File: src/rtl/irq_enc_pkg.sv
package irq_enc_pkg;
  localparam int NUM_LVL = 8;
  localparam int LVL_W   = 3;
  localparam int NUM_ASYNC = 5;

  localparam int LVL_ABORT = 1;
  localparam int LVL_DMA   = 2;
  localparam int LVL_SCSI  = 3;
  localparam int LVL_FDC   = 4;
  localparam int LVL_TMR   = 5;
  localparam int LVL_PORT  = 7;

  // order of bits inside the synchronizer bus
  localparam int SY_ABORT = 0;
  localparam int SY_SCSI  = 1;
  localparam int SY_FDC   = 2;
  localparam int SY_TMR   = 3;
  localparam int SY_PORT  = 4;

  typedef enum logic [1:0] {
    ACK_IDLE = 2'd0,
    ACK_PIT  = 2'd1,
    ACK_DONE = 2'd2
  } ack_st_t;
endpackage

File: src/rtl/irq_sync.sv
module irq_sync #(
  parameter int W      = 1,
  parameter int STAGES = 2
) (
  input  logic         clk,
  input  logic         rst_n,
  input  logic [W-1:0] d,
  output logic [W-1:0] q
);
  logic [STAGES-1:0][W-1:0] stg;

  always_ff @(posedge clk or negedge rst_n) begin
    if (!rst_n) begin
      stg <= '0;
    end else begin
      stg[0] <= d;
      for (int i = 1; i < STAGES; i++) stg[i] <= stg[i-1];
    end
  end

  assign q = stg[STAGES-1];
endmodule

File: src/rtl/irq_dma_latch.sv
module irq_dma_latch #(
  parameter int VEC_W = 8
) (
  input  logic             clk,
  input  logic             rst_n,
  input  logic             evt,
  input  logic             flag,
  input  logic [VEC_W-1:0] vec_in,
  input  logic             clr,
  output logic             pend,
  output logic [VEC_W-1:0] vec
);
  always_ff @(posedge clk or negedge rst_n) begin
    if (!rst_n) begin
      pend <= 1'b0;
      vec  <= '0;
    end else if (evt) begin
      pend <= flag;
      if (flag) vec <= vec_in;
    end else if (clr) begin
      pend <= 1'b0;
    end
  end

  AST_DMA_SET: assert property (@(posedge clk) disable iff (!rst_n)
    (evt && flag) |=> (pend && vec == $past(vec_in)));
  AST_DMA_ZERO_CLR: assert property (@(posedge clk) disable iff (!rst_n)
    (evt && !flag) |=> !pend);
  AST_DMA_ACK_CLR: assert property (@(posedge clk) disable iff (!rst_n)
    (clr && !evt) |=> !pend);
endmodule

File: src/rtl/irq_ack_ctrl.sv
module irq_ack_ctrl
  import irq_enc_pkg::*;
#(
  parameter int             VEC_W    = 8,
  parameter logic [VEC_W-1:0] SPUR_VEC = 8'h18
) (
  input  logic               clk,
  input  logic               rst_n,
  input  logic               iack_req,
  input  logic [LVL_W-1:0]   iack_lvl,
  input  logic [NUM_LVL-1:0] pend,
  input  logic               strap,
  input  logic [VEC_W-1:0]   dma_vec,
  input  logic               pit_vec_valid,
  input  logic [VEC_W-1:0]   pit_vec,
  output logic               avec,
  output logic               vec_valid,
  output logic [VEC_W-1:0]   vec_out,
  output logic               pit_iack,
  output logic               dma_clr,
  output logic               busy
);
  ack_st_t st;
  logic    take, lvl_live, lvl_dev, lvl_dma;

  assign take     = (st == ACK_IDLE) && iack_req;
  assign lvl_live = pend[iack_lvl];
  assign lvl_dev  = (iack_lvl == LVL_W'(LVL_TMR)) || (iack_lvl == LVL_W'(LVL_PORT));
  assign lvl_dma  = (iack_lvl == LVL_W'(LVL_DMA));
  assign dma_clr  = take && lvl_dma && lvl_live;
  assign pit_iack = (st == ACK_PIT);
  assign busy     = (st != ACK_IDLE);

  always_ff @(posedge clk or negedge rst_n) begin
    if (!rst_n) begin
      st        <= ACK_IDLE;
      avec      <= 1'b0;
      vec_valid <= 1'b0;
      vec_out   <= '0;
    end else begin
      avec      <= 1'b0;
      vec_valid <= 1'b0;
      unique case (st)
        ACK_IDLE: if (iack_req) begin
          st <= ACK_DONE;
          if (!lvl_live) begin
            vec_valid <= 1'b1;
            vec_out   <= SPUR_VEC;
          end else if (lvl_dev) begin
            st <= ACK_PIT;
          end else if (lvl_dma && strap) begin
            vec_valid <= 1'b1;
            vec_out   <= dma_vec;
          end else begin
            avec <= 1'b1;
          end
        end
        ACK_PIT: if (pit_vec_valid) begin
          vec_valid <= 1'b1;
          vec_out   <= pit_vec;
          st        <= ACK_DONE;
        end
        ACK_DONE: if (!iack_req) st <= ACK_IDLE;
        default: st <= ACK_IDLE;
      endcase
    end
  end

  AST_RSP_EXCL: assert property (@(posedge clk) disable iff (!rst_n)
    !(avec && vec_valid));
  AST_RSP_AFTER_REQ: assert property (@(posedge clk) disable iff (!rst_n)
    (avec || vec_valid) |-> $past(iack_req));
  AST_PIT_FWD: assert property (@(posedge clk) disable iff (!rst_n)
    (pit_iack && pit_vec_valid) |=> (vec_valid && vec_out == $past(pit_vec) && !pit_iack));
  AST_SPUR_L6: assert property (@(posedge clk) disable iff (!rst_n)
    (take && iack_lvl == 3'd6) |=> (vec_valid && vec_out == SPUR_VEC));
  AST_AVEC_ABORT: assert property (@(posedge clk) disable iff (!rst_n)
    (take && iack_lvl == LVL_W'(LVL_ABORT) && pend[LVL_ABORT]) |=> avec);
endmodule

File: src/rtl/irq_level_enc.sv
module irq_level_enc
  import irq_enc_pkg::*;
#(
  parameter int VEC_W       = 8,
  parameter int SYNC_STAGES = 2,
  parameter logic [VEC_W-1:0] SPUR_VEC = 8'h18
) (
  input  logic             clk,
  input  logic             rst_n,
  input  logic             abort_req,
  input  logic             scsi_req,
  input  logic             fdc_req,
  input  logic             tmr_req,
  input  logic             port_req,
  input  logic             dma_done_stb,
  input  logic             dma_err_stb,
  input  logic             dma_flag,
  input  logic [VEC_W-1:0] dma_vec,
  input  logic             vec_strap,
  input  logic             iack_req,
  input  logic [LVL_W-1:0] iack_lvl,
  input  logic             pit_vec_valid,
  input  logic [VEC_W-1:0] pit_vec,
  output logic [LVL_W-1:0] ipl_n,
  output logic             avec,
  output logic [VEC_W-1:0] vec_out,
  output logic             vec_valid,
  output logic             pit_iack
);
  logic [NUM_ASYNC-1:0] raw, sy;
  logic                 dma_pend, dma_clr, ack_busy;
  logic [VEC_W-1:0]     dma_vec_q;
  logic [NUM_LVL-1:0]   pend;
  logic [LVL_W-1:0]     top_lvl;

  always_comb begin
    raw           = '0;
    raw[SY_ABORT] = abort_req;
    raw[SY_SCSI]  = scsi_req;
    raw[SY_FDC]   = fdc_req;
    raw[SY_TMR]   = tmr_req;
    raw[SY_PORT]  = port_req;
  end

  irq_sync #(.W(NUM_ASYNC), .STAGES(SYNC_STAGES)) u_sync (
    .clk(clk), .rst_n(rst_n), .d(raw), .q(sy)
  );

  irq_dma_latch #(.VEC_W(VEC_W)) u_dma (
    .clk(clk), .rst_n(rst_n),
    .evt(dma_done_stb | dma_err_stb), .flag(dma_flag), .vec_in(dma_vec),
    .clr(dma_clr), .pend(dma_pend), .vec(dma_vec_q)
  );

  always_comb begin
    pend            = '0;
    pend[LVL_ABORT] = sy[SY_ABORT];
    pend[LVL_DMA]   = dma_pend;
    pend[LVL_SCSI]  = sy[SY_SCSI];
    pend[LVL_FDC]   = sy[SY_FDC];
    pend[LVL_TMR]   = sy[SY_TMR];
    pend[LVL_PORT]  = sy[SY_PORT];
  end

  always_comb begin
    top_lvl = '0;
    for (int i = 1; i < NUM_LVL; i++) if (pend[i]) top_lvl = LVL_W'(i);
  end

  always_ff @(posedge clk or negedge rst_n) begin
    if (!rst_n)                     ipl_n <= '1;
    else if (!ack_busy && !iack_req) ipl_n <= ~top_lvl;
  end

  irq_ack_ctrl #(.VEC_W(VEC_W), .SPUR_VEC(SPUR_VEC)) u_ack (
    .clk(clk), .rst_n(rst_n),
    .iack_req(iack_req), .iack_lvl(iack_lvl), .pend(pend),
    .strap(vec_strap), .dma_vec(dma_vec_q),
    .pit_vec_valid(pit_vec_valid), .pit_vec(pit_vec),
    .avec(avec), .vec_valid(vec_valid), .vec_out(vec_out),
    .pit_iack(pit_iack), .dma_clr(dma_clr), .busy(ack_busy)
  );

  AST_NO_LEVEL6: assert property (@(posedge clk) disable iff (!rst_n)
    ipl_n != 3'b001);
  AST_IPL_FROZEN: assert property (@(posedge clk) disable iff (!rst_n)
    (iack_req || ack_busy) |=> $stable(ipl_n));
  AST_IDLE_LEVEL: assert property (@(posedge clk) disable iff (!rst_n)
    (!iack_req && !ack_busy && pend == '0) |=> ipl_n == 3'b111);
endmodule

File: config.mk
export PLATFORM = sky130hd
export DESIGN_NAME = irq_level_enc
export DESIGN_NICKNAME = d
export VERILOG_FILES = /design/src/rtl/irq_enc_pkg.sv /design/src/rtl/irq_sync.sv /design/src/rtl/irq_dma_latch.sv /design/src/rtl/irq_ack_ctrl.sv /design/src/rtl/irq_level_enc.sv
export SDC_FILE = /design/constraint.sdc
export NUM_CORES = 1
export LEC_CHECK = 0
export BUFFER_PORTS_ARGS = -buffer_cell sky130_fd_sc_hd__buf_4
export CAP_MARGIN = 20
export CORE_AREA = 10 10 82 84
export DETAILED_ROUTE_END_ITERATION = 8
export DIE_AREA = 0 0 92 94
export PLACE_DENSITY = 0.62
export SYNTH_ARGS = -nofsm -noshare
export SYNTH_HDL_FRONTEND = slang
export SYNTH_HIERARCHICAL = 1
export SYNTH_SLANG_ARGS = --single-unit
File: constraint.sdc
create_clock -name clk -period 4.2 [get_ports clk]
set_input_delay 0 -clock clk [delete_from_list [all_inputs] [get_ports clk]]
set_output_delay 0 -clock clk [all_outputs]
set_load 0.01 [all_outputs]
# [After elaboration in Yosys (flattened, before gate mapping)]
# Cells that the tools add are included.
[classes] div_mod_pow=0 multipliers=0 n_addsub=0 mux=33 reduce_logical=15 shifts=0 eq_ne=10 magnitude_cmp=1 n_bitwise=2
[op_table] cell="2-to-1 mux 8 bit" count=5
[op_table] cell="case mux 8 bit (2 select lines)" count=1
[op_table] cell="2-to-1 mux 1 bit" count=14
[op_table] cell="2-to-1 mux 2 bit" count=7
[op_table] cell="2-to-1 mux 3 bit" count=3
[op_table] cell="== test 3 bit (second input constant)" count=2
[op_table] cell="inequality test 2 bit (second input constant)" count=3
[op_table] cell="inequality test 3 bit (second input constant)" count=2
[op_table] cell="case mux 2 bit (3 select lines)" count=1
[op_table] cell="nonzero test 2 bit" count=3
[op_table] cell="logical AND 1 bit" count=5
[op_table] cell="AND reduction 5 bit" count=1
[op_table] cell="less-than comparator 3 x 4 -> 1 bit (second input constant)" count=1
[op_table] cell="binary-select mux 1 bit (select 3 bit)" count=1
[op_table] cell="== test 3 x 2 -> 1 bit (second input constant)" count=1
[op_table] cell="NOT 3 bit" count=1
[op_table] cell="AND reduction 3 bit" count=1
[op_table] cell="== test 2 x 1 -> 1 bit (second input constant)" count=1
[op_table] cell="== test 2 bit (second input constant)" count=1
[op_table] cell="zero test 1 bit" count=2
[op_table] cell="zero test 2 bit" count=1
[op_table] cell="case mux 1 bit (2 select lines)" count=1
[op_table] cell="AND reduction 2 bit" count=1
[op_table] cell="logical OR 1 bit" count=1
[op_table] cell="bitwise OR 1 bit" count=1
[word_totals] n_memories=0 out_inout_bits=14 elab_cells=70 latch_bits=0 rom_bits=0 ramBits=0 regBits=34

# [Depth between registers and ports, before layout]
[depth] depth_word=7 ltp_mapped=7 mapped_depth_nobuf=5

# [Hierarchy]
# The synthesis kept the hierarchy.
[by_module_without_submodules] module="irq_ack_ctrl" cells_each=62 area_each_um2=685.7 instances=1 seq_area_each_um2=300.3
[by_module_without_submodules] module="irq_dma_latch" cells_each=20 area_each_um2=367.9 instances=1 seq_area_each_um2=225.2
[by_module_without_submodules] module="irq_sync" cells_each=15 area_each_um2=287.8 instances=1 seq_area_each_um2=250.2
[by_module_without_submodules] module="irq_level_enc" cells_each=18 area_each_um2=167.7 instances=1 seq_area_each_um2=78.8

# [Least setup slack after synthesis]
# OpenSTA, ideal clock, no wires.
[synth_path] path_kind="register to register" startpoint="register u_sync.stg (netlist bit u_sync/q[4])" endpoint="register u_ack.vec_out[0]" stages_incl_launch_ff=8 slack_ns=2.560 t_arrival_ns=1.515 required_time_ns=4.075 period_less_slack_ns=1.640 cell_sequence="dfrtp_1 buf_4 mux2i_1 a22oi_1 and3_2 buf_4 a22o_2 mux2_2"
[synth_between] elab_chain_len=5 word_cells_on_any_way=8
[synth_rtl] element="start: declaration" line="irq_sync.sv:10" rtl="logic [STAGES-1:0][W-1:0] stg;"
[synth_rtl] element="binary-select mux 1 bit (select 3 bit) *" line="irq_ack_ctrl.sv:27" rtl="assign lvl_live = pend[iack_lvl];"
[synth_rtl] element="2-to-1 mux 1 bit (implied by the code) *" line="irq_ack_ctrl.sv:27"
[synth_rtl] element="2-to-1 mux 8 bit" line="irq_ack_ctrl.sv:46" rtl="if (!lvl_live) begin"
[synth_rtl] element="2-to-1 mux 8 bit" line="irq_ack_ctrl.sv:44" rtl="ACK_IDLE: if (iack_req) begin"
[synth_rtl] element="case mux 8 bit (2 select lines)" line="irq_ack_ctrl.sv:43" rtl="unique case (st)"
[synth_rtl] element="end signal: assignment" line="irq_ack_ctrl.sv:53" rtl="vec_out <= dma_vec;"
[synth_rtl] element="end signal: assignment" line="irq_ack_ctrl.sv:60" rtl="vec_out <= pit_vec;"
[synth_rtl] element="end: declaration" line="irq_ack_ctrl.sv:18" rtl="output logic [VEC_W-1:0] vec_out,"
# Every way passes the cells marked *; elsewhere a longest branch is shown, timed or not. The select of a mux whose other input is x is not followed.
# A chain may end at the register's enable or synchronous reset.

# [Worst setup path after layout]
[layout_path] startpoint="register u_sync.stg (netlist bit u_sync/q[4])" endpoint="register u_ack.vec_out[5]"
# Same word-level chain as after synthesis.

==> results.sh <==
export IMPL_cts_tree="done"
export IMPL_drtPass1Iterations=4
export IMPL_rsz0062_at_grt="no"
export IMPL_pre_cts_slack_ps=2494
export IMPL_multi_input_area_um2=585.6
export IMPL_ff_latch_area_um2=854.6
export IMPL_initialDrtViolationCount=29
export IMPL_finalWeightedCongestion=0.6910
export IMPL_seq_area_frac_synth=0.5663
export IMPL_ant_nets=0
export IMPL_yosysMostFrequentCell="dfrtp_1"
export IMPL_ys_ff_latch=34
export IMPL_avgSynthCellArea_um2=13.12
export IMPL_setup_viol_count_final=0
export IMPL_ir_drop_mv=0.2016
export IMPL_cp_start_kind="flip-flop"
export IMPL_cts_buffers=5
export IMPL_synth_commonest_cells="dfrtp_1, mux2_2, mux2_4"
export IMPL_max_freq_mhz=588.3
export IMPL_yosysWarnings=6
export IMPL_cap_viol_max_count=0
export IMPL_cp_slowest_cell="dfrtp_1"
export IMPL_nFillCells=512
export IMPL_grt_use_total=0.08159
export IMPL_p_leak_uw=0.001028
export IMPL_synth_top_area_share=0.5141
export IMPL_netlist_instances=115
export IMPL_die_height_um=94
export IMPL_drc=0
export IMPL_antenna_found_initial=0
export IMPL_portBuffers=45
export IMPL_final_max_slew_viol_count=0
export IMPL_die_width_um=92
export IMPL_yosysTopAreaCell="dfrtp_1"
export IMPL_critical_path_max_fanout=9
export IMPL_dpl_hpwl_um=2581
export IMPL_status="finished clean"
export IMPL_timing_hold_ws_ps=47.11
export IMPL_vias=1048
export IMPL_synth_area_leaders="dfrtp_1, mux2_4, mux2_2, dfstp_2, a22o_2"
export IMPL_powerDensity_nw_per_um2=404.5
export IMPL_hold_path_class="primary input to flip-flop"
export IMPL_grt_overflow_total=0
export IMPL_setup_tns_final_ps=0
export IMPL_arrival_ps=1860
export IMPL_drive_above_1_share=0.4859
export IMPL_fin_crit_sh=0.4047
export IMPL_async_flop_share=1.000
export IMPL_clock_latency_ps=270
export IMPL_min_period_ps=1700
export IMPL_cts_max_path_buffers=2
export IMPL_diodes=0
export IMPL_setup_worst_path_class="flip-flop to flip-flop"
export IMPL_cts_max_level=2
export IMPL_viasPerCell=4.243
export IMPL_grt_pass1_wl_um=5678
export IMPL_p_total_uw=861.4
export IMPL_fin_skew_ps=2.919
export IMPL_cts_root_buf="clkbuf_8"
export IMPL_cp_data_required_time_ps=4360
export IMPL_routed_wl_um=3318
export IMPL_final_nets=208
export IMPL_cts_resized=0
export IMPL_clk_pin_slew_worst_paths_ps=60
export IMPL_wl_per_cell_um=13.43
export IMPL_critPathCaptureType="flip-flop"
export IMPL_cts_sinks=34
export IMPL_core_um2=5075
export IMPL_rows=26
export IMPL_ioPinCount=46
export IMPL_syn_area_um2=1509
export IMPL_yosysUniqueCellTypes=38
export IMPL_dieArea_um2=8648
export IMPL_cpPeakStageDelay_ps=400
export IMPL_initial_core_util=0.2973
export IMPL_setup_slack_ps=2500
export IMPL_timing_hold_violations_final=0
export IMPL_synth_edff_count=0
export IMPL_syn2layout_area_growth_pct=41.13
export IMPL_cp_cell_sequence="mux2i_1 -> a22oi_1 -> a31oi_1 -> a21oi_4 -> mux2_2"
export IMPL_first_global_vias=1142
export IMPL_grt_max_degree=35
export IMPL_synthFlopType="dfrtp_1"
[sequential cells by signal (all words and copies together) (netlist names)]
register,count
u_dma/vec,8
ipl_n,3
u_ack/vec_out,8
u_sync/q,5
u_ack/st,2
u_dma/pend,1
u_sync/stg,5
u_ack/vec_valid,1
u_ack/avec,1
[layer usage]
metal  track usage  up-vias  wire, um
li1              -      523         -
met5             0        -         0
met1       0.09712      501      1460
met3       0.01998        2        95
met4       0.03856        0        41
met2        0.1353       22      1721
[critical path: cells and delay by family (launching register included)]
family,cells,cell delay (ps)
mux,2,500
compound gates,3,680
flops,1,400
[what timing repair did]
item	in CTS	in global routing
hold buffers	15	0
setup buffers	0	0
endpoints found under the hold margin	49	0
[where the power goes]
group / total (uW) / switching [uW] / internal, uW
logic: 209 / 81.2 / 128
registers: 414 / 32.0 / 382
clock network: 238 / 106 / 132
total: 861 / 219 / 642
[final timing paths]
path                          startpoint                to  slack, ps  depth (start not counted)
max                          u_sync/q[4]  u_ack/vec_out[5]       2500                          5
min                            vec_strap        u_ack/avec         50                          3
max reg2reg                  u_sync/q[4]  u_ack/vec_out[5]       2500                          5
min reg2reg                u_sync/stg[3]       u_sync/q[3]        350                          0
max in group asynchronous          rst_n          ipl_n[0]       3670                          2
min in group asynchronous          rst_n       u_sync/q[4]        210                          2
[per-stage QoR]
| step | util | cell area [um2] | std cells |
|---|---|---|---|
| 6_report | 0.4196 | 2130 | 247 |
| 3_5_place_dp | 0.3720 | 1888 | 224 |
| 4_1_cts | 0.4196 | 2130 | 247 |
| 3_3_place_gp | 0.3720 | 1888 | 224 |
| 5_1_grt | 0.4196 | 2130 | 247 |
| 2_1_floorplan | - | 1513 | 116 |
[cells by family (layout without fill, tap and decap cells)]
group / Yosys count / after routing / share of synthesized area
AO/OA/AOI/OAI: 21 / 21 / 0.1136
AND/OR/NAND/NOR: 26 / 26 / 0.1036
other: 1 / 2 / 0.002485
flip-flops: 34 / 34 / 0.5663
buffers and inverters: 13 / 74 / 0.04809
multiplexers: 20 / 20 / 0.1658
[cell type report]
class	count	share of cell area
clock buffers	7	0.04054
repair buffers	60	0.2291
inverters	6	0.01058
flip-flops and latches	34	0.4013
multi-input cells	69	0.2750
well taps	70	0.04113
clock inverters	1	0.002350
[cells in the final DEF (no fill, tap or decap), types with 2 or more instances in the layout]
cell           Yosys  final
nor2_1             4      4
nor3b_1            2      2
dfstp_2            3      3
o21ai_0            3      3
dlygate4sd3_1      0     15
mux2_4             8      8
or2_2              2      2
a21oi_1            3      3
clkbuf_8           0      6
conb_1             1      2
dfrtp_1           31     31
mux2_2             8      8
nand2_1            6      6
nand2b_1           2      2
buf_4              6     45
a22o_2             5      5
mux2i_1            4      4
inv_1              5      5
No activity file was read; power rests on OpenSTA's default activity.
